<file path="config.mk">
export PLATFORM = sky130hd
export DESIGN_NAME = gpio_pulse_out
export DESIGN_NICKNAME = d
export VERILOG_FILES = /design/src/rtl/gpo_pkg.sv /design/src/rtl/gpo_timebase.sv /design/src/rtl/gpo_regfile.sv /design/src/rtl/gpo_pulse_chan.sv /design/src/rtl/gpio_pulse_out.sv
export SDC_FILE = /design/constraint.sdc
export NUM_CORES = 1
export LEC_CHECK = 0
export ABC_AREA = 1
export BUFFER_PORTS_ARGS = -buffer_cell sky130_fd_sc_hd__buf_4
export CAP_MARGIN = 20
export CORE_MARGIN = 2
export CORE_UTILIZATION = 57
export DETAILED_ROUTE_END_ITERATION = 10
export HOLD_SLACK_MARGIN = 0.02
export PLACE_DENSITY_LB_ADDON = 0.1
export SLEW_MARGIN = 15
export SYNTH_ARGS = -nofsm -noshare
export SYNTH_HDL_FRONTEND = slang
export SYNTH_SLANG_ARGS = --single-unit
export TNS_END_PERCENT = 50
</file>
<file path="constraint.sdc">
create_clock -name clk -period 1.7 [get_ports clk]
set_input_delay 0.17 -clock clk [delete_from_list [all_inputs] [get_ports clk]]
set_output_delay 0.17 -clock clk [all_outputs]
set_load 0.01 [all_outputs]
</file>
<file path="src/rtl/gpo_pkg.sv">
package gpo_pkg;

    localparam int REG_W = 8;

    typedef enum logic [1:0] {
        SEL_DATA  = 2'd0,
        SEL_MODE  = 2'd1,
        SEL_WIDTH = 2'd2,
        SEL_NONE  = 2'd3
    } reg_sel_e;

    typedef enum logic [1:0] {
        WCODE_0 = 2'd0,
        WCODE_1 = 2'd1,
        WCODE_2 = 2'd2,
        WCODE_3 = 2'd3
    } width_code_e;

endpackage

</file>
<file path="src/rtl/gpo_timebase.sv">
module gpo_timebase #(
    parameter int CLK_HZ  = 50_000_000,
    parameter int TICK_HZ = 1_000_000
) (
    input  logic clk,
    input  logic rst_n,
    output logic tick_o
);
    localparam int DIV   = (CLK_HZ / TICK_HZ < 1) ? 1 : CLK_HZ / TICK_HZ;
    localparam int CNT_W = (DIV > 1) ? $clog2(DIV) : 1;
    localparam logic [CNT_W-1:0] LAST = CNT_W'(DIV - 1);

    typedef struct packed {
        logic [CNT_W-1:0] cnt;
    } tb_state_t;

    tb_state_t s_d, s_q;

    assign tick_o = (s_q.cnt == LAST);

    always_comb begin
        s_d = s_q;
        if (tick_o) s_d.cnt = '0;
        else        s_d.cnt = s_q.cnt + CNT_W'(1);
    end

    always_ff @(posedge clk or negedge rst_n) begin
        if (!rst_n) s_q <= '0;
        else        s_q <= s_d;
    end

    generate
        if (DIV > 1) begin : g_tick_chk
            // ticks never land on two consecutive cycles when dividing
            a_r5_tick_isolated: assert property (@(posedge clk) disable iff (!rst_n)
                tick_o |=> !tick_o);
        end
    endgenerate

endmodule

</file>
<file path="src/rtl/gpo_regfile.sv">
module gpo_regfile
    import gpo_pkg::*;
#(
    parameter int N_PINS = 4
) (
    input  logic              clk,
    input  logic              rst_n,
    input  logic              we_i,
    input  logic [1:0]        addr_i,
    input  logic [REG_W-1:0]  wdata_i,
    output logic [REG_W-1:0]  rdata_o,
    output logic [N_PINS-1:0] data_o,
    output logic [N_PINS-1:0] mode_o,
    output logic [1:0]        width_o,
    output logic [N_PINS-1:0] fire_o
);
    typedef struct packed {
        logic [N_PINS-1:0] data;
        logic [N_PINS-1:0] mode;
        logic [1:0]        width;
    } rf_state_t;

    rf_state_t s_d, s_q;
    reg_sel_e  sel;

    assign sel = reg_sel_e'(addr_i);

    always_comb begin
        s_d = s_q;
        if (we_i) begin
            case (sel)
                SEL_DATA:  s_d.data  = wdata_i[N_PINS-1:0];
                SEL_MODE:  s_d.mode  = wdata_i[N_PINS-1:0];
                SEL_WIDTH: s_d.width = wdata_i[1:0];
                default:   ;
            endcase
        end
    end

    always_ff @(posedge clk or negedge rst_n) begin
        if (!rst_n) s_q <= '0;
        else        s_q <= s_d;
    end

    always_comb begin
        case (sel)
            SEL_DATA:  rdata_o = REG_W'(s_q.data);
            SEL_MODE:  rdata_o = REG_W'(s_q.mode);
            SEL_WIDTH: rdata_o = REG_W'(s_q.width);
            default:   rdata_o = '0;
        endcase
    end

    // a trigger only counts for pins already in pulse mode
    assign fire_o  = (we_i && sel == SEL_DATA) ? (wdata_i[N_PINS-1:0] & s_q.mode) : '0;
    assign data_o  = s_q.data;
    assign mode_o  = s_q.mode;
    assign width_o = s_q.width;

    // a mode write is visible on the following cycle
    a_r2_mode_lands: assert property (@(posedge clk) disable iff (!rst_n)
        (we_i && sel == SEL_MODE) |=> (mode_o == $past(wdata_i[N_PINS-1:0])));

    // reserved write bits never reach the read path
    a_r3_reserved_dropped: assert property (@(posedge clk) disable iff (!rst_n)
        (we_i && sel == SEL_MODE && wdata_i[REG_W-1:N_PINS] != '0)
            |=> (rdata_o[REG_W-1:N_PINS] == '0));

    // writes to the unmapped address change no register
    a_r3_unmapped_ignored: assert property (@(posedge clk) disable iff (!rst_n)
        (we_i && sel == SEL_NONE) |=> ($stable(data_o) && $stable(mode_o) && $stable(width_o)));

endmodule

</file>
<file path="src/rtl/gpo_pulse_chan.sv">
module gpo_pulse_chan
    import gpo_pkg::*;
#(
    parameter int CNT_W = 17,
    parameter int LEN0  = 500,
    parameter int LEN1  = 1000,
    parameter int LEN2  = 20000,
    parameter int LEN3  = 100000
) (
    input  logic       clk,
    input  logic       rst_n,
    input  logic       tick_i,
    input  logic       mode_i,
    input  logic       level_i,
    input  logic       fire_i,
    input  logic [1:0] width_i,
    output logic       pin_o
);
    typedef struct packed {
        logic [CNT_W-1:0] rem;
    } ch_state_t;

    ch_state_t        s_d, s_q;
    logic [CNT_W-1:0] load_len;
    logic             busy;

    always_comb begin
        case (width_code_e'(width_i))
            WCODE_0: load_len = CNT_W'(LEN0);
            WCODE_1: load_len = CNT_W'(LEN1);
            WCODE_2: load_len = CNT_W'(LEN2);
            default: load_len = CNT_W'(LEN3);
        endcase
    end

    assign busy = (s_q.rem != '0);

    always_comb begin
        s_d = s_q;
        if (!mode_i)                s_d.rem = '0;
        else if (fire_i)            s_d.rem = load_len;
        else if (tick_i && busy)    s_d.rem = s_q.rem - CNT_W'(1);
    end

    always_ff @(posedge clk or negedge rst_n) begin
        if (!rst_n) s_q <= '0;
        else        s_q <= s_d;
    end

    assign pin_o = mode_i ? busy : level_i;

    // a trigger drives the pin high on the next cycle
    a_r7_fire_raises: assert property (@(posedge clk) disable iff (!rst_n)
        (fire_i && mode_i) |=> pin_o);

    // the remaining count only moves on a tick or a trigger
    a_r5_hold_between_ticks: assert property (@(posedge clk) disable iff (!rst_n)
        (mode_i && !fire_i && !tick_i) |=> $stable(s_q.rem));

    // leaving pulse mode drops any pending count
    a_r8_cancel_clears: assert property (@(posedge clk) disable iff (!rst_n)
        (!mode_i) |=> !busy);

endmodule

</file>
<file path="src/rtl/gpio_pulse_out.sv">
module gpio_pulse_out
    import gpo_pkg::*;
#(
    parameter int CLK_HZ = 50_000_000,
    parameter int N_PINS = 4,
    parameter int W0_US  = 500,
    parameter int W1_US  = 1000,
    parameter int W2_US  = 20000,
    parameter int W3_US  = 100000
) (
    input  logic              clk,
    input  logic              rst_n,
    input  logic              reg_we,
    input  logic [1:0]        reg_addr,
    input  logic [REG_W-1:0]  reg_wdata,
    output logic [REG_W-1:0]  reg_rdata,
    output logic [N_PINS-1:0] pin_out
);
    function automatic int max_of4(input int a, input int b, input int c, input int d);
        int m;
        m = a;
        if (b > m) m = b;
        if (c > m) m = c;
        if (d > m) m = d;
        return m;
    endfunction

    localparam int LEN_MAX = max_of4(W0_US, W1_US, W2_US, W3_US);
    localparam int CNT_W   = $clog2(LEN_MAX + 1);

    logic              tick;
    logic [N_PINS-1:0] data_bits;
    logic [N_PINS-1:0] mode_bits;
    logic [N_PINS-1:0] fire;
    logic [1:0]        width_code;

    gpo_timebase #(
        .CLK_HZ  (CLK_HZ),
        .TICK_HZ (1_000_000)
    ) i_timebase (
        .clk    (clk),
        .rst_n  (rst_n),
        .tick_o (tick)
    );

    gpo_regfile #(
        .N_PINS (N_PINS)
    ) i_regfile (
        .clk     (clk),
        .rst_n   (rst_n),
        .we_i    (reg_we),
        .addr_i  (reg_addr),
        .wdata_i (reg_wdata),
        .rdata_o (reg_rdata),
        .data_o  (data_bits),
        .mode_o  (mode_bits),
        .width_o (width_code),
        .fire_o  (fire)
    );

    generate
        for (genvar p = 0; p < N_PINS; p++) begin : g_pin
            gpo_pulse_chan #(
                .CNT_W (CNT_W),
                .LEN0  (W0_US),
                .LEN1  (W1_US),
                .LEN2  (W2_US),
                .LEN3  (W3_US)
            ) i_chan (
                .clk     (clk),
                .rst_n   (rst_n),
                .tick_i  (tick),
                .mode_i  (mode_bits[p]),
                .level_i (data_bits[p]),
                .fire_i  (fire[p]),
                .width_i (width_code),
                .pin_o   (pin_out[p])
            );
        end
    endgenerate

    // setting mode bits alone never starts a pulse
    a_r9_mode_write_no_fire: assert property (@(posedge clk) disable iff (!rst_n)
        (reg_we && reg_addr == SEL_MODE) |-> (fire == '0));

endmodule

</file>
==> results, run 1 <==
- Hold timing on the final database bottoms out at a slack of 0.09568 ns.
- Entering global routing, the biggest net connects 37 pins.
- The final reports fail on negative setup slack.
- The remaining routing DRC violations is 0.
- The via count of the first global-routing pass came to 5798.
- Clock-pin slew was measured on the worst setup and hold paths at 0.09 ns.
- The fraction of post-synthesis cell area in the top cell type by area is 0.3660.
- The clock sink count is 84.
- Prior to clock tree synthesis, the placed netlist has a worst setup slack of -0.1174 ns.
- At the end of the flow the core is filled with cells to 0.7615.
- The total area inside the core boundary comes to 9774 um^2.
- Along the worst path, the maximum fanout reaches 4.
- The count of yosys warnings during synthesis is 0.
- The sum of overflow across all layers after global routing is 0.
- The final route contains 6264 vias.
- The worst setup skew after layout is 0.01218 ns.
- For this run, the register share of the synthesized area comes to 0.3660.
- The die is 104.4 um tall.
- The DRC marker count from the first detailed-route iteration is 445.
- The pin slew with the least headroom to its limit is 0.5161 ns.
- The final critical delay including setup and external delays is 1.895 ns.
- The cell count after synthesis is 881.
- The wire length per cell is 14.79 um.
- The async set or reset register ratio after synthesis is 1.000.
- After synthesis, the netlist uses 33 different library cells.
- The wire length after detailed routing is 16800 um.
- The flip-flop and latch count after synthesis is 84.
- The H-tree level count is 3.
- The routed via count divided by cell count is 5.514.
- In the final layout, the share of cells above drive strength 1 is 0.2532.
- The die is 104.4 um wide.
- The finished cells cover 7443 um^2.
- Summed over all instances, the cell type with the most area after synthesis is sky130_fd_sc_hd__dfrtp_1.
- The startpoint-to-endpoint class of the critical path is flip-flop to output port.
- The final cell count without fillers is 1136.
- STA classifies the critical path startpoint as a flip-flop.
- The areal power density over the cells is 1903 nW/um^2.
- The flow ran to the end, but the final reports show violations.
- TritonCTS built the clock tree.
- The count of flip-flops with a built-in enable after synthesis is 0.
- The number of antenna diodes in the final layout is 0.
- Setup repair after global routing could not meet its margin everywhere.
- Across the run, the number of max-cap violations was 0.
- In the synthesized netlist the dominant register cell turns out to be sky130_fd_sc_hd__dfrtp_1.
- The synthesized netlist occupies a cell area of 5743 um^2.
- The relative max-transition margin is 0.6560.
- Before antenna repair, the detailed router went through 5 iterations.
- The filler cell count in the final layout is 739.
- The first global-routing pass estimated 26700 um of wire.
- The worst ir drop on vdd is 1.047 mV.
- The required time of the critical path is 1.53 ns.
- 25 I/O pins were placed.
- The number of antenna violations at the first check in global routing came to 0.
- The post-route total power is 14.17 mW.
- In the global route stage, overall resource usage came out at 0.3007.
- The root buffer selected by CTS is sky130_fd_sc_hd__clkbuf_8.
- The share of the cycle needed by the critical path after routing is 1.115.
- In the final timing run, aggregate negative setup slack is -2.128 ns.
- Static timing analysis puts the maximum clock frequency at 527.7 MHz.
- In the post-route analysis, the smallest setup slack over all paths is -0.1951 ns.
- The min-delay analysis places its worst path in the category primary input to flip-flop.
- By area the synthesized netlist is led by sky130_fd_sc_hd__dfrtp_1 (37%), sky130_fd_sc_hd__nand2_1 (17%), sky130_fd_sc_hd__nand3_1 (12%).
- The static leakage power is 4.019 nW.
- The number of routed nets with antenna violations is 0.
- The number of rows created at floorplan is 36.
- The longest clock path from root to sink contains 2 buffers.
- The number of max-slew violations in the final report is 0.
- The library cells used most frequently in the layout, excluding fill and tap cells, are sky130_fd_sc_hd__nand2_1 (255), sky130_fd_sc_hd__nand3_1 (124), sky130_fd_sc_hd__buf_4 (114).
- The most frequent standard cell in the layout excluding fill and tap cells is sky130_fd_sc_hd__nand2_1.
- The die area is 10890 um^2.
- The placed instance count is 1070.
- STA puts the critical path data arrival time at 1.73 ns.
- The initial cell density of the core is 0.5876.
- The area growth from synthesis to layout is 29.61%.
- After detailed placement, the total cell area comes to 6362 um^2.
- The source-to-sink clock delay at the later pin of the worst-skew pair is 0.37 ns.
- The weighted congestion reported at the end of routability-driven placement is 0.9323.
- The worst setup path is captured at an output port.
- The half-perimeter wire length after placement is 11240 um.
- The final number of hold-violating endpoints is 0.
- Setup violations remaining at the end of the flow were counted as 20.
- The net count reported at finish is 1017.
- A synthesized cell averages 6.519 um^2.
- In this run, CTS created clock tree buffers numbering 9.
- The number of port buffers is 16.
-- critical path, stage by stage (launching register included) --
cell and delay, ns:
sky130_fd_sc_hd__dfrtp_1 0.40, sky130_fd_sc_hd__inv_2 0.09, sky130_fd_sc_hd__ha_4 0.15, sky130_fd_sc_hd__nand3_4 0.10, sky130_fd_sc_hd__nor2_4 0.11, sky130_fd_sc_hd__nand3_2 0.12
sky130_fd_sc_hd__buf_6 0.14, sky130_fd_sc_hd__nand2_2 0.05, sky130_fd_sc_hd__o21ai_2 0.06, sky130_fd_sc_hd__buf_4 0.15
-- layer usage --
layer	track usage	vias to the layer above	routed length (um)
met4	0.1120	0	385
met5	0	-	0
met3	0.02694	37	954
met1	0.4019	2945	7156
met2	0.5079	233	8308
li1	-	3049	-
-- repair_timing --
action | 4_1_cts | 5_1_grt
endpoints found under the hold margin | 34 | 0
buffers inserted | 30 | 17
setup endpoints to repair | 43 | 74
hold buffers | 1 | 0
pin swaps | 20 | 20
gates cloned | 0 | 3
gates resized for setup | 55 | 70
-- state kept, by name (all words and copies together) (netlist names) --
| name | count |
|---|---|
| i_regfile.width_o | 2 |
| g_pin.i_chan.s_q | 68 |
| i_timebase.s_q | 6 |
| i_regfile.mode_o | 4 |
| i_regfile.data_o | 4 |
-- area by class of cell --
cell class | instances | area [um^2] | share of cell area
multi-input cells | 658 | 3428 | 0.4606
well taps | 133 | 166.4 | 0.02236
flip-flops and latches | 84 | 2107 | 0.2831
repair buffers | 129 | 1081 | 0.1452
inverters | 116 | 447.9 | 0.06018
clock inverters | 3 | 43.79 | 0.005883
clock buffers | 13 | 168.9 | 0.02269
-- Yosys cell counts, types with 7 or more instances --
cell type / instances
sky130_fd_sc_hd__dfrtp_1: 84
sky130_fd_sc_hd__o21ai_1: 22
sky130_fd_sc_hd__nor2_1: 97
sky130_fd_sc_hd__nor2_2: 8
sky130_fd_sc_hd__xor2_1: 7
sky130_fd_sc_hd__nand2_1: 265
sky130_fd_sc_hd__inv_1: 113
sky130_fd_sc_hd__buf_4: 10
sky130_fd_sc_hd__or2_2: 7
sky130_fd_sc_hd__nand3_1: 139
sky130_fd_sc_hd__a21oi_1: 24
sky130_fd_sc_hd__buf_6: 7
sky130_fd_sc_hd__nand2_2: 9
sky130_fd_sc_hd__o21ai_0: 35
-- path summary, 6_finish.rpt --
path	start	end	cells after the start	slack, ns
setup / recovery	g_pin[0].i_chan.s_q[1]	pin_out[0]	9	-0.20
hold / removal	reg_wdata[3]	i_regfile.data_o[3]	3	0.1
setup reg to reg	g_pin[0].i_chan.s_q[1]	g_pin[0].i_chan.s_q[2]	12	-0.15
hold reg to reg	g_pin[2].i_chan.s_q[16]	g_pin[2].i_chan.s_q[16]	2	0.52
max in group asynchronous	rst_n	i_regfile.mode_o[3]	3	0.77
min in group asynchronous	rst_n	g_pin[2].i_chan.s_q[14]	2	0.33
-- where the power goes --
group	total (mW)	internal, mW	switching, mW
logic	9.36	3.88	5.48
clock network	1.57	0.802	0.770
registers	3.24	2.63	0.609
total	14.2	7.31	6.86
-- cell families after synthesis --
family                     after synthesis  synth area share
AOI/OAI and AO/OA                       93           0.08497
xor gates and xnor gates                 7           0.01068
adders and majority gates                6           0.01307
buffers and inverters                  143            0.1105
DFF                                     84            0.3660
other                                    1         0.0006530
and+or+nand+nor                        547            0.4142
(Power assumes the default switching activity.)
==> inputs of run 2 (changes only) <==
--- a/config.mk
+++ b/config.mk
@@ -9,7 +9,7 @@
 export BUFFER_PORTS_ARGS = -buffer_cell sky130_fd_sc_hd__buf_4
 export CAP_MARGIN = 20
 export CORE_MARGIN = 2
-export CORE_UTILIZATION = 57
+export CORE_UTILIZATION = 65
 export DETAILED_ROUTE_END_ITERATION = 10
 export HOLD_SLACK_MARGIN = 0.02
 export PLACE_DENSITY_LB_ADDON = 0.1
==> constraint.sdc (replaced) <==
create_clock -name clk -period 2.3 [get_ports clk]
set_input_delay 0.23 -clock clk [delete_from_list [all_inputs] [get_ports clk]]
set_output_delay 0.23 -clock clk [all_outputs]
set_load 0.01 [all_outputs]
==> results, run 2 (synthesis results as in run 1) <==
- The number of rows created at floorplan is 34 (-5.6%).
- Timing would allow up to 460.0 MHz.
- The fraction of layout instances using a drive strength above 1 is 0.09492 (-0.1583).
- The initial cell density of the core is 0.6650 (+0.07747).
- The die boundary width came to 98.00 um (-6.1%).
- The die area is 9603 um^2 (-12%).
- The wire length after detailed routing is 14020 um (-17%).
- In the final layout, the registers with the most flip-flops are g_pin.i_chan.s_q x68, i_timebase.s_q x6.
- The internal power is 4.303 mW (-41%).
- The number of clock buffers inserted by TritonCTS was 9 (unchanged).
- The startpoint-to-endpoint class of the critical path is flip-flop to output port.
- The routed via count divided by cell count is 5.608 (+1.7%).
- The flip-flop count of the largest register after layout came to 68 (unchanged).
- The most used routing layer is met2.
- The count of antenna diodes in the layout came to 0 (unchanged).
- The total via count in the routed design is 5687 (-9.2%).
- The clock sink count is 84 (unchanged).
- The first-pass detailed-route iteration total is 4 (-1).
- The required time of the critical path is 2.07 ns (+0.54 ns).
- The largest net degree at the start of global routing was 52 (+41%).
- TritonCTS built the clock tree.
- The combinational power share is 0.573 (-0.088).
- The worst hold path belongs to the class primary input to flip-flop.
- The top cell types in the final layout, fill and taps aside, are sky130_fd_sc_hd__nand2_1 (265), sky130_fd_sc_hd__nand3_1 (136), sky130_fd_sc_hd__inv_1 (113).
- The weighted congestion reported at the end of routability-driven placement is 0.9600 (+3.0%).
- The DRC marker count from the first detailed-route iteration was 304 (-32%).
- The global-route track usage on met2 came to 0.4942 (-0.01373).
- The run finished with clean final reports.
- The half-perimeter wire length after placement came to 10290 um (-8.4%).
- The slowest stage cell on the critical path is sky130_fd_sc_hd__dfrtp_1.
- The clock share of power was 0.140 (+0.029).
- The buffer depth of the longest clock path came to 2 (unchanged).
- The number of routed nets with antenna violations is 0 (unchanged).
- The critical path data arrival time is 1.94 ns (+0.21 ns).
- The switching part of the total is 0.4982 (+0.01416).
- The wire length per cell came to 13.83 um (-6.5%).
- The relative max-transition margin is 0.5300 (-0.1260).
- The worst setup path is launched from a flip-flop.
- The worst setup skew after layout is 0.01421 ns (+0.002027 ns).
- CTS placed an instance of sky130_fd_sc_hd__clkbuf_8 at the clock tree root.
- The die span in y was 98.00 um (-6.1%).
- The clock transition at the register clock pins on the worst setup and hold paths after CTS came to 0.08 ns (about the same).
- The met3 global-route usage was 0.04152 (+0.01458).
- The pin slew with the least headroom to its limit is 0.7051 ns (+0.1890 ns).
- The global routing met1 resource utilization is 0.4244 (+0.02248).
- The global-route wire length before repair was 23960 um (-10%).
- The worst ir drop on vdd is 0.7752 mV (-26%).
- The net count reported at finish is 920 (-9.5%).
- The number of max-slew violations in the final report is 0 (unchanged).
- The number of top-level design ports is 25 (unchanged).
- The total setup violations reported at the end of the flow is 0 (-100%).
- The final number of hold-violating endpoints was 0 (unchanged).
- The setup TNS is 0 ns (+2.128 ns).
- The number of antenna violations at the first check in global routing is 0 (unchanged).
- The remaining routing DRC violations came to 0 (unchanged).
- The power spent charging and discharging nets is 4.272 mW (-38%).
- The share of the cycle needed by the critical path after routing is 0.9451.
- The final cell area excluding filler cells is 6198 um^2 (-17%).
- The maximum fanout encountered on the critical timing path is 5 (+1).
- The via count of the first global-routing pass is 5235 (-9.7%).
- The source-to-sink clock delay at the later pin of the worst-skew pair was 0.37 ns (about the same).
- The combined global-route utilization of all metal layers is 0.3043 (+0.003645).
- The areal power density over the cells is 1383 nW/um^2 (-27%).
- The post-place instance area is 5926 um^2 (-6.9%).
- The most used cell along the critical path is sky130_fd_sc_hd__nand3_2.
- The relative contribution of sequential cells to total power is 0.287 (+0.059).
- The sum of overflow across all layers after global routing is 0 (unchanged).
- The synthesis-to-finish area growth is 7.930%.
- The H-tree level count is 3 (unchanged).
- The critical path goes through inv_1 > ha_1 > nand3_2 > nor2_2 > nand3_2 > nand2_1 > o21ai_0 > buf_4.
- The number of max-cap violations is 0 (unchanged).
- The register name with the most flops is g_pin.i_chan.s_q.
- The number of port buffers is 16 (unchanged).
- Subtracting the final worst setup slack from the clock period gives 2.174 ns.
- The static leakage power is 3.427 nW (-15%).
- The type of element capturing the critical path is an output port.
- The longest individual stage delay on the worst path is 0.38 ns (-0.02 ns).
- The placeable core region is 8636 um^2 (-12%).
- The most frequent standard cell in the layout excluding fill and tap cells is sky130_fd_sc_hd__nand2_1.
## run 2: power groups by stage
stage | sequential (mW) | clock, mW | combinational [mW]
global route | 2.54 | 1.27 | 5.65
global placement | 2.45 | 0 | 4.58
finish | 2.46 | 1.20 | 4.92
detailed placement | 2.47 | 0 | 4.77
floorplan | 2.31 | 0 | 3.92
CTS | 2.44 | 1.22 | 4.80
## run 2: critical path, delay by kind of cell, from the launching register on
family                     cells  cell delay (ns)
and+or+nand+nor                4             0.61
DFF                            1             0.38
buffers and inverters          2             0.26
adders and majority gates      1             0.21
AOI/OAI and AO/OA              1             0.12
## run 2: layer usage
metal / part of all wire / up-vias
met4: 0.023 / 0
met2: 0.47 / 196
met1: 0.44 / 2621
met5: 0 / -
li1: - / 2838
met3: 0.061 / 32
## run 2: area by class of cell
cell class	count	area, um^2
Inverter	116	437.9
Multi-Input combinational cell	657	3048
Sequential cell	84	2102
Timing Repair Buffer	33	250.2
Fill cell	717	2437
Tap cell	108	135.1
Clock inverter	6	87.58
Clock buffer	10	137.6
## run 2: stage by stage
| step | hold slack [ns] | setup slack (ns) | instances | total power [mW] | util |
|---|---|---|---|---|---|
| floorplan | -0.06559 | 0.6550 | 884 | 6.223 | - |
| global placement | 0.3097 | 0.2322 | 996 | 7.030 | 0.6862 |
| detailed placement | 0.3190 | 0.1721 | 996 | 7.240 | 0.6862 |
| CTS | 0.1498 | 0.02466 | 1013 | 8.471 | 0.7134 |
| global route | 0.1765 | -0.0009663 | 1014 | 9.463 | 0.7178 |
| finish | 0.1514 | 0.1262 | 1014 | 8.575 | 0.7178 |
## run 2: final timing paths
| path | startpoint | to | slack (ns) | depth (start not counted) |
|---|---|---|---|---|
| worst min register to register | g_pin[1].i_chan.s_q[16] | g_pin[1].i_chan.s_q[16] | 0.52 | 2 |
| max in group asynchronous | rst_n | g_pin[0].i_chan.s_q[13] | 1.11 | 3 |
| worst max register to register | i_timebase.s_q[1] | g_pin[0].i_chan.s_q[12] | 0.23 | 9 |
| worst max-delay path | g_pin[1].i_chan.s_q[0] | pin_out[1] | 0.13 | 8 |
| min in group asynchronous | rst_n | g_pin[0].i_chan.s_q[10] | 0.43 | 2 |
| worst min-delay path | reg_wdata[3] | i_regfile.data_o[3] | 0.15 | 3 |
## run 2: timing repair
item / 4_1_cts / 5_1_grt
setup buffers: 0 / 1
resized for setup: 0 / 6
endpoints found under the hold margin: 49 / 0
endpoints found under the setup margin: 0 / 7
hold buffers: 1 / 0
